File: config.mk
export PLATFORM = sky130hd
export DESIGN_NAME = dmar_top
export DESIGN_NICKNAME = d
export VERILOG_FILES = /design/src/rtl/dmar_pkg.sv /design/src/rtl/dmar_decode.sv /design/src/rtl/dmar_chan_bank.sv /design/src/rtl/dmar_irq.sv /design/src/rtl/dmar_top.sv
export SDC_FILE = /design/constraint.sdc
export NUM_CORES = 2
export LEC_CHECK = 0
export BUFFER_PORTS_ARGS = -buffer_cell sky130_fd_sc_hd__buf_2
export CAP_MARGIN = 0
export CORE_MARGIN = 2
export CORE_UTILIZATION = 68
export DETAILED_ROUTE_END_ITERATION = 6
export GPL_TIMING_DRIVEN = 1
export MAX_ROUTING_LAYER = met4
export PLACE_DENSITY_LB_ADDON = 0.15
export SYNTH_ARGS = -nofsm -noshare
export SYNTH_HDL_FRONTEND = slang
export SYNTH_SLANG_ARGS = --single-unit
File: constraint.sdc
create_clock -name clk -period 6.3 [get_ports clk]
set_input_delay 0.315 -clock clk [delete_from_list [all_inputs] [get_ports clk]]
set_output_delay 0.315 -clock clk [all_outputs]
set_load 0.005 [all_outputs]
File: src/rtl/dmar_pkg.sv
package dmar_pkg;

    typedef enum logic [2:0] {
        RG_NONE,
        RG_GLOBAL,
        RG_CHAN,
        RG_BADCH,
        RG_IDENT
    } region_e;

    // global word numbers (byte address bits [7:2])
    localparam logic [5:0] GW_STAT     = 6'd0;
    localparam logic [5:0] GW_TC_STAT  = 6'd1;
    localparam logic [5:0] GW_TC_CLR   = 6'd2;
    localparam logic [5:0] GW_ERR_STAT = 6'd3;
    localparam logic [5:0] GW_ERR_CLR  = 6'd4;
    localparam logic [5:0] GW_TC_RAW   = 6'd5;
    localparam logic [5:0] GW_ERR_RAW  = 6'd6;
    localparam logic [5:0] GW_ENABLED  = 6'd7;
    localparam logic [5:0] GW_CONFIG   = 6'd12;
    localparam logic [5:0] GW_SYNC     = 6'd13;

    // words inside a channel window
    localparam logic [2:0] CW_SRC  = 3'd0;
    localparam logic [2:0] CW_DST  = 3'd1;
    localparam logic [2:0] CW_NEXT = 3'd2;
    localparam logic [2:0] CW_CTL  = 3'd3;
    localparam logic [2:0] CW_CFG  = 3'd4;

    // channel configuration bit positions decoded by this block
    localparam int CFG_EN_BIT    = 0;
    localparam int CFG_ERRM_BIT  = 14;
    localparam int CFG_TCM_BIT   = 15;

    localparam int GCFG_W = 3;

endpackage

File: src/rtl/dmar_decode.sv
module dmar_decode
    import dmar_pkg::*;
#(
    parameter int NCH    = 8,
    parameter int ADDR_W = 12
) (
    input  logic [ADDR_W-1:0] addr,
    output region_e           region,
    output logic [2:0]        chan_idx,
    output logic [2:0]        chan_word,
    output logic [5:0]        glob_word,
    output logic [2:0]        id_idx
);
    localparam logic [ADDR_W-1:0] ID_BASE = ADDR_W'(12'hFE0);

    assign chan_idx  = addr[7:5];
    assign chan_word = addr[4:2];
    assign glob_word = addr[7:2];
    assign id_idx    = addr[4:2];

    always_comb begin
        if (addr[ADDR_W-1:8] == 4'h1) begin
            region = (32'(chan_idx) < NCH) ? RG_CHAN : RG_BADCH;
        end else if (addr >= ID_BASE) begin
            region = RG_IDENT;
        end else if (addr[ADDR_W-1:8] == 4'h0) begin
            region = RG_GLOBAL;
        end else begin
            region = RG_NONE;
        end
    end
endmodule

File: src/rtl/dmar_chan_bank.sv
module dmar_chan_bank
    import dmar_pkg::*;
#(
    parameter int NCH    = 8,
    parameter int DATA_W = 32
) (
    input  logic              clk,
    input  logic              rst_n,
    input  logic              wr_en,
    input  logic [2:0]        chan_idx,
    input  logic [2:0]        chan_word,
    input  logic [DATA_W-1:0] wdata,
    output logic [DATA_W-1:0] rd_val,
    output logic [NCH-1:0]    cfg_en,
    output logic [NCH-1:0]    cfg_tcm,
    output logic [NCH-1:0]    cfg_errm
);
    localparam int IDX_W = (NCH > 1) ? $clog2(NCH) : 1;

    logic [DATA_W-1:0] src_q  [NCH];
    logic [DATA_W-1:0] dst_q  [NCH];
    logic [DATA_W-1:0] next_q [NCH];
    logic [DATA_W-1:0] ctl_q  [NCH];
    logic [DATA_W-1:0] cfg_q  [NCH];

    logic [IDX_W-1:0] sel;
    assign sel = chan_idx[IDX_W-1:0];

    for (genvar c = 0; c < NCH; c++) begin : g_chan
        logic hit;
        assign hit = wr_en && (32'(chan_idx) == c);

        always_ff @(posedge clk) begin
            if (!rst_n) begin
                src_q[c]  <= '0;
                dst_q[c]  <= '0;
                next_q[c] <= '0;
                ctl_q[c]  <= '0;
                cfg_q[c]  <= '0;
            end else if (hit) begin
                unique case (chan_word)
                    CW_SRC:  src_q[c]  <= wdata;
                    CW_DST:  dst_q[c]  <= wdata;
                    CW_NEXT: next_q[c] <= wdata;
                    CW_CTL:  ctl_q[c]  <= wdata;
                    CW_CFG:  cfg_q[c]  <= wdata;
                    default: ;
                endcase
            end
        end

        assign cfg_en[c]   = cfg_q[c][CFG_EN_BIT];
        assign cfg_tcm[c]  = cfg_q[c][CFG_TCM_BIT];
        assign cfg_errm[c] = cfg_q[c][CFG_ERRM_BIT];
    end

    always_comb begin
        unique case (chan_word)
            CW_SRC:  rd_val = src_q[sel];
            CW_DST:  rd_val = dst_q[sel];
            CW_NEXT: rd_val = next_q[sel];
            CW_CTL:  rd_val = ctl_q[sel];
            CW_CFG:  rd_val = cfg_q[sel];
            default: rd_val = '0;
        endcase
    end
endmodule

File: src/rtl/dmar_irq.sv
module dmar_irq #(
    parameter int NCH = 8
) (
    input  logic           clk,
    input  logic           rst_n,
    input  logic [NCH-1:0] tc_set,
    input  logic [NCH-1:0] err_set,
    input  logic           tc_clr_we,
    input  logic           err_clr_we,
    input  logic [NCH-1:0] clr_bits,
    input  logic [NCH-1:0] tc_mask,
    input  logic [NCH-1:0] err_mask,
    output logic [NCH-1:0] tc_raw,
    output logic [NCH-1:0] err_raw,
    output logic [NCH-1:0] tc_masked,
    output logic [NCH-1:0] err_masked,
    output logic           irq
);
    logic [NCH-1:0] tc_keep, err_keep;

    assign tc_keep  = tc_clr_we  ? (tc_raw  & ~clr_bits) : tc_raw;
    assign err_keep = err_clr_we ? (err_raw & ~clr_bits) : err_raw;

    always_ff @(posedge clk) begin
        if (!rst_n) begin
            tc_raw  <= '0;
            err_raw <= '0;
        end else begin
            tc_raw  <= tc_keep  | tc_set;
            err_raw <= err_keep | err_set;
        end
    end

    assign tc_masked  = tc_raw  & tc_mask;
    assign err_masked = err_raw & err_mask;
    assign irq        = (|tc_masked) | (|err_masked);

    // set pulses always land, even against a clear
    assert_set_wins_R4: assert property (@(posedge clk) disable iff (!rst_n)
        (tc_set != '0) |=> ((tc_raw & $past(tc_set)) == $past(tc_set)));

    assert_err_set_R4: assert property (@(posedge clk) disable iff (!rst_n)
        (err_set != '0) |=> ((err_raw & $past(err_set)) == $past(err_set)));

    assert_clear_R4: assert property (@(posedge clk) disable iff (!rst_n)
        (tc_clr_we && tc_set == '0) |=> ((tc_raw & $past(clr_bits)) == '0));

    assert_irq_quiet_R6: assert property (@(posedge clk) disable iff (!rst_n)
        (tc_raw == '0 && err_raw == '0) |-> !irq);
endmodule

File: src/rtl/dmar_top.sv
module dmar_top
    import dmar_pkg::*;
#(
    parameter int NCH    = 8,
    parameter int SYNC_W = 16
) (
    input  logic           clk,
    input  logic           rst_n,
    input  logic           bus_wr,
    input  logic           bus_rd,
    input  logic [11:0]    bus_addr,
    input  logic [31:0]    bus_wdata,
    output logic [31:0]    bus_rdata,
    input  logic [NCH-1:0] tc_set,
    input  logic [NCH-1:0] err_set,
    output logic           irq,
    output logic           dma_on,
    output logic [NCH-1:0] chan_on
);
    region_e    region;
    logic [2:0] chan_idx, chan_word, id_idx;
    logic [5:0] glob_word;

    dmar_decode #(.NCH(NCH), .ADDR_W(12)) u_decode (
        .addr      (bus_addr),
        .region    (region),
        .chan_idx  (chan_idx),
        .chan_word (chan_word),
        .glob_word (glob_word),
        .id_idx    (id_idx)
    );

    logic [31:0]    chan_rd;
    logic [NCH-1:0] cfg_tcm, cfg_errm;

    dmar_chan_bank #(.NCH(NCH), .DATA_W(32)) u_bank (
        .clk       (clk),
        .rst_n     (rst_n),
        .wr_en     (bus_wr && region == RG_CHAN),
        .chan_idx  (chan_idx),
        .chan_word (chan_word),
        .wdata     (bus_wdata),
        .rd_val    (chan_rd),
        .cfg_en    (chan_on),
        .cfg_tcm   (cfg_tcm),
        .cfg_errm  (cfg_errm)
    );

    logic           glob_wr;
    logic [NCH-1:0] tc_raw, err_raw, tc_msk, err_msk;

    assign glob_wr = bus_wr && region == RG_GLOBAL;

    dmar_irq #(.NCH(NCH)) u_irq (
        .clk        (clk),
        .rst_n      (rst_n),
        .tc_set     (tc_set),
        .err_set    (err_set),
        .tc_clr_we  (glob_wr && glob_word == GW_TC_CLR),
        .err_clr_we (glob_wr && glob_word == GW_ERR_CLR),
        .clr_bits   (bus_wdata[NCH-1:0]),
        .tc_mask    (cfg_tcm),
        .err_mask   (cfg_errm),
        .tc_raw     (tc_raw),
        .err_raw    (err_raw),
        .tc_masked  (tc_msk),
        .err_masked (err_msk),
        .irq        (irq)
    );

    logic [GCFG_W-1:0] gcfg_q;
    logic [SYNC_W-1:0] sync_q;

    always_ff @(posedge clk) begin
        if (!rst_n) begin
            gcfg_q <= '0;
            sync_q <= '0;
        end else if (glob_wr) begin
            if (glob_word == GW_CONFIG) gcfg_q <= bus_wdata[GCFG_W-1:0];
            if (glob_word == GW_SYNC)   sync_q <= bus_wdata[SYNC_W-1:0];
        end
    end

    assign dma_on = gcfg_q[0];

    function automatic logic [7:0] ident_byte(input logic [2:0] i);
        unique case (i)
            3'd0:    ident_byte = (NCH == 2) ? 8'h81 : 8'h80;
            3'd1:    ident_byte = 8'h10;
            3'd2:    ident_byte = 8'h04;
            3'd3:    ident_byte = 8'h0A;
            3'd4:    ident_byte = 8'h0D;
            3'd5:    ident_byte = 8'hF0;
            3'd6:    ident_byte = 8'h05;
            default: ident_byte = 8'hB1;
        endcase
    endfunction

    logic [31:0] glob_rd, rd_next;

    always_comb begin
        unique case (glob_word)
            GW_STAT:     glob_rd = 32'(tc_msk | err_msk);
            GW_TC_STAT:  glob_rd = 32'(tc_msk);
            GW_ERR_STAT: glob_rd = 32'(err_msk);
            GW_TC_RAW:   glob_rd = 32'(tc_raw);
            GW_ERR_RAW:  glob_rd = 32'(err_raw);
            GW_ENABLED:  glob_rd = 32'(chan_on);
            GW_CONFIG:   glob_rd = 32'(gcfg_q);
            GW_SYNC:     glob_rd = 32'(sync_q);
            default:     glob_rd = '0;
        endcase
    end

    always_comb begin
        unique case (region)
            RG_GLOBAL: rd_next = glob_rd;
            RG_CHAN:   rd_next = chan_rd;
            RG_IDENT:  rd_next = 32'(ident_byte(id_idx));
            default:   rd_next = '0;
        endcase
    end

    always_ff @(posedge clk) begin
        if (!rst_n)      bus_rdata <= '0;
        else if (bus_rd) bus_rdata <= rd_next;
        else             bus_rdata <= '0;
    end

    assert_rdata_idle_R11: assert property (@(posedge clk) disable iff (!rst_n)
        !bus_rd |=> (bus_rdata == '0));

    assert_bad_chan_R3: assert property (@(posedge clk) disable iff (!rst_n)
        (bus_rd && region == RG_BADCH) |=> (bus_rdata == '0));

    assert_enable_follows_R9: assert property (@(posedge clk) disable iff (!rst_n)
        (glob_wr && glob_word == GW_CONFIG) |=> (dma_on == $past(bus_wdata[0])));
endmodule

==> summary.md <==
| Metric | Value |
|---|---|
| Result of the run | `finished, final reports clean` |
| Nets | `4071` |
| Number of primary I/O pins | `between 100 and 150` |
| Sequential Power Share | `53.0%` |
| DRC | `0` |
| Via count of the first global-routing pass | `about 36000` |
| Fraction of final layout cells sized beyond drive strength 1 | `18.9%` |
| Count of unique library cells instantiated by Yosys | `70` |
| Clock Skews | `0.0190 ns` |
| Filler cells | `5212` |
| Cell at the root of the clock tree | `clkbuf_16` |
| Critical path type | `in -> reg` |
| CTS tree | `done` |
| Number of resized instances in the post-cts repair step | `0` |
| Growth of design area from synthesis to finish | `9.65%` |
| Most used cells in the layout excluding fill and tap cells | `and2_1, edfxtp_1, mux4_2` |
| HPWL after DPL | `around 98 mm` |
| Internal power | `0.0151 W` |
| Vias per cell | `6.85` |
| Startpoint types | `input port` |
| Seq/Total Area, Yosys | `about two thirds` |
| Max-slew violations | `0` |
| Relative slew margins | `10.9%` |
| Clock network latency to the later pin of the worst-skew pair | `about 0.74 ns` |
| Average instance area after synthesis | `roughly 15 um^2` |
| Combinational Power Share | `around 7.1%` |
| Final period util | `63.7%` |
| Worst hold path depth | `3` |
| Last weighted congestion value of the routability-driven placer | `0.947` |
| CTS sink cnt | `1347` |
| DRT iter0 DRCs | `5802` |
| First-pass DRT Iterations | `6` |
| Number of antenna violations at the first check in global routing | `10` |
| Final Routed Wirelength | `between 150 and 200 mm` |
| Hold buffers post-CTS | `16` |
| Pin slew with the least headroom to its limit | `1.32 ns` |
| Max-cap viol count | `0` |
| # setup viols final | `0` |
| Die extent in x | `about 300 um` |
| Flip-flop and latch count after synthesis | `approximately 1300` |
| Area occupied by registers | `39800 um^2` |
| Synth warn | `0` |
| Routed length per instance | `32.1 um` |
| Global router's overall resource usage | `38.4%` |
| Largest driver fanout on the critical path | `22` |
| Number of flops mapped to enable cells by yosys | `1280` |
| Switching share of power | `around 22%` |
| Std cell rows | `109` |
| Placeable core region | `88800 um^2` |
| Number of H-tree levels | `4` |
| Largest net degree at the start of global routing | `126` |
| Worst ir drop on vdd | `0.272 mV` |
| Commonest non-fill, non-tap cell in the layout | `and2_1` |
| Top flip-flop cell by instance count after synthesis | `edfxtp_1` |
| Syn nets | `4138` |
| Final standard cell count with taps included and fillers excluded | `5271` |
| Area of all placed cells without fillers | `~67000 um^2` |
| Die Area | `between 90000 and 100000 um^2` |
| CP endpoint kind | `register` |
| Die Y-Extent | `304 um` |
| Reg2Reg Depth | `5` |
| Number of cells after detailed placement | `~5000` |
| Clock slew at reported path FFs | `0.06 ns` |
| Final Hold Fails | `0` |
| Data required time of the critical path | `6.72 ns` |
| Syn Inst Count | `about 4100` |
| Maximum clock insertion buffer count | `3` |
| Initial standard-cell utilization of the core | `just under 70%` |
| TritonCTS Buffers | `137` |
| Via Count | `36100` |
| Overall overflow remaining after global route | `0` |
| Remaining number of nets flagged by the antenna check after routing | `0` |
| Area of the multi-input gates | `20200 um^2` |
| Hold Crit Class | `in -> reg` |
| Final min period | `between 4 and 5 ns` |
| Setup repair after global routing missed its margin | `no` |
| P per Cell Area | `291 nW/um^2` |
| Switching power of the nets | `0.00437 W` |
| Static leakage | `23.1 nW` |
| Data arrival at the endpoint of the critical path | `4.43 ns` |
| Clock group share of total power | `39.9%` |
| Number of buffer cells added on primary ports | `103` |
| Cell Area, Synth | `61100 um^2` |
| Maximum clock frequency | `249 MHz` |
| Async set-or-reset flop fraction in the synthesized netlist | `0%` |
| Setup Total Neg Slack | `0 ns` |
| First-pass GRT wire length | `245 mm` |
| Post-CTS Setup Inserts | `0` |
| Post-Place Cell Area | `62700 um^2` |
[per-stage QoR]
stage | setup slack, ns | total power, W | hold WS, ns | util, %
3_5_place_dp | 1.86 | 0.0119 | 0.458 | 70.6
5_1_grt | 2.28 | 0.0199 | 0.0919 | 75.5
6_report | 2.29 | 0.0195 | 0.0910 | 75.5
3_3_place_gp | 1.98 | 0.0118 | 0.448 | 70.6
2_1_floorplan | 2.23 | 0.0113 | 0.432 | -
4_1_cts | 2.62 | 0.0195 | 0.0513 | 75.5
[critical path, cell delays in order]
cell	delay [ns]
buf_2	0.37
nand2_1	0.12
nor4_1	1.01
and2_1	0.35
nand2_1	0.60
o21ai_4	1.25
buf_4	0.40
[area by class of cell]
cell class                      instances  share of cell area (%)
Clock buffer                          179                    5.57
Antenna cell                            2                 0.00747
Timing Repair Buffer                  194                    1.98
Multi-Input combinational cell       2317                    30.2
Sequential cell                      1347                    59.3
Tap cell                             1165                    2.17
Inverter                               10                  0.0635
Clock inverter                         57                   0.670
[worst paths after layout]
check,from,endpoint,slack [ns]
setup / recovery,bus_wr,u_bank.cfg_q[6][4],2.29
setup reg to reg,u_bank.cfg_q[3][14],bus_rdata[14],3.82
hold / removal,bus_wr,sync_q[7],0.09
hold reg to reg,sync_q[10],bus_rdata[10],0.45
[synthesized netlist by cell type (all sizes together) (2+ instances only)]
library cell	number	area share, %
o211ai	6	0.074
mux4	298	11
a22oi	41	0.50
o22ai	38	0.39
nor2	83	0.53
nand2b	6	0.061
and3b	2	0.029
o221ai	13	0.19
a2111oi	2	0.039
nor4	4	0.076
a211o	2	0.029
o31ai	2	0.033
nand3	31	0.28
nor3b	4	0.076
clkbuf	260	1.6
a31oi	4	0.041
edfxtp	1280	63
o2111ai	2	0.029
and2	1286	13
a221oi	20	0.30
o21ai	66	0.54
or3	2	0.020
mux2	17	0.31
mux2i	94	1.5
a21o	8	0.098
dfxtp	67	2.2
inv	9	0.055
a21boi	27	0.33
o21a	17	0.21
a22o	11	0.16
nor2b	11	0.11
buf	140	1.4
nor3	29	0.27
a211oi	9	0.11
o311ai	2	0.029
nand2	99	0.62
nand4	2	0.020
a21oi	63	0.52
a2bb2oi	3	0.043
and3	4	0.041
[power groups by stage]
| stage | registers [W] | clock network (W) | logic, W |
|---|---|---|---|
| 6_report | 0.0103 | 0.00777 | 0.00139 |
| 5_1_grt | 0.0104 | 0.00813 | 0.00143 |
| 4_1_cts | 0.0103 | 0.00777 | 0.00137 |
| 3_5_place_dp | 0.0105 | 0 | 0.00135 |
| 3_3_place_gp | 0.0105 | 0 | 0.00134 |
| 2_1_floorplan | 0.0105 | 0 | 0.000849 |
[state kept, by name, indices dropped and copies added (netlist names), 16 cells and up]
name,count
bus_rdata,32
u_bank.src_q,256
u_bank.dst_q,256
u_bank.cfg_q,256
sync_q,16
u_bank.ctl_q,256
u_bank.next_q,256
[cell families (layout without fill, tap and decap cells)]
family          count (synthesis)  count (layout)  synth area share (%)
other cells                     0               2                     0
xor+xnor                        1               1                0.0143
flops                        1347            1347                  65.1
buf+inv                       410             440                  3.03
compound gates                341             341                  3.73
mux                           409             409                  12.8
simple gates                 1566            1566                  15.3
[routing by layer]
layer / vias to the layer above / wire, um / part of all wire, % / global-route usage [%]
met5: - / 0 / 0 / -
met4: 0 / 10200 / 6.0 / 20.1
met3: 461 / 20800 / 12 / 7.80
met2: 2675 / 78200 / 46 / 56.8
met1: 18200 / 60100 / 36 / 51.2
li1: 14800 / - / - / -
No activity file was read; power rests on OpenSTA's default activity.
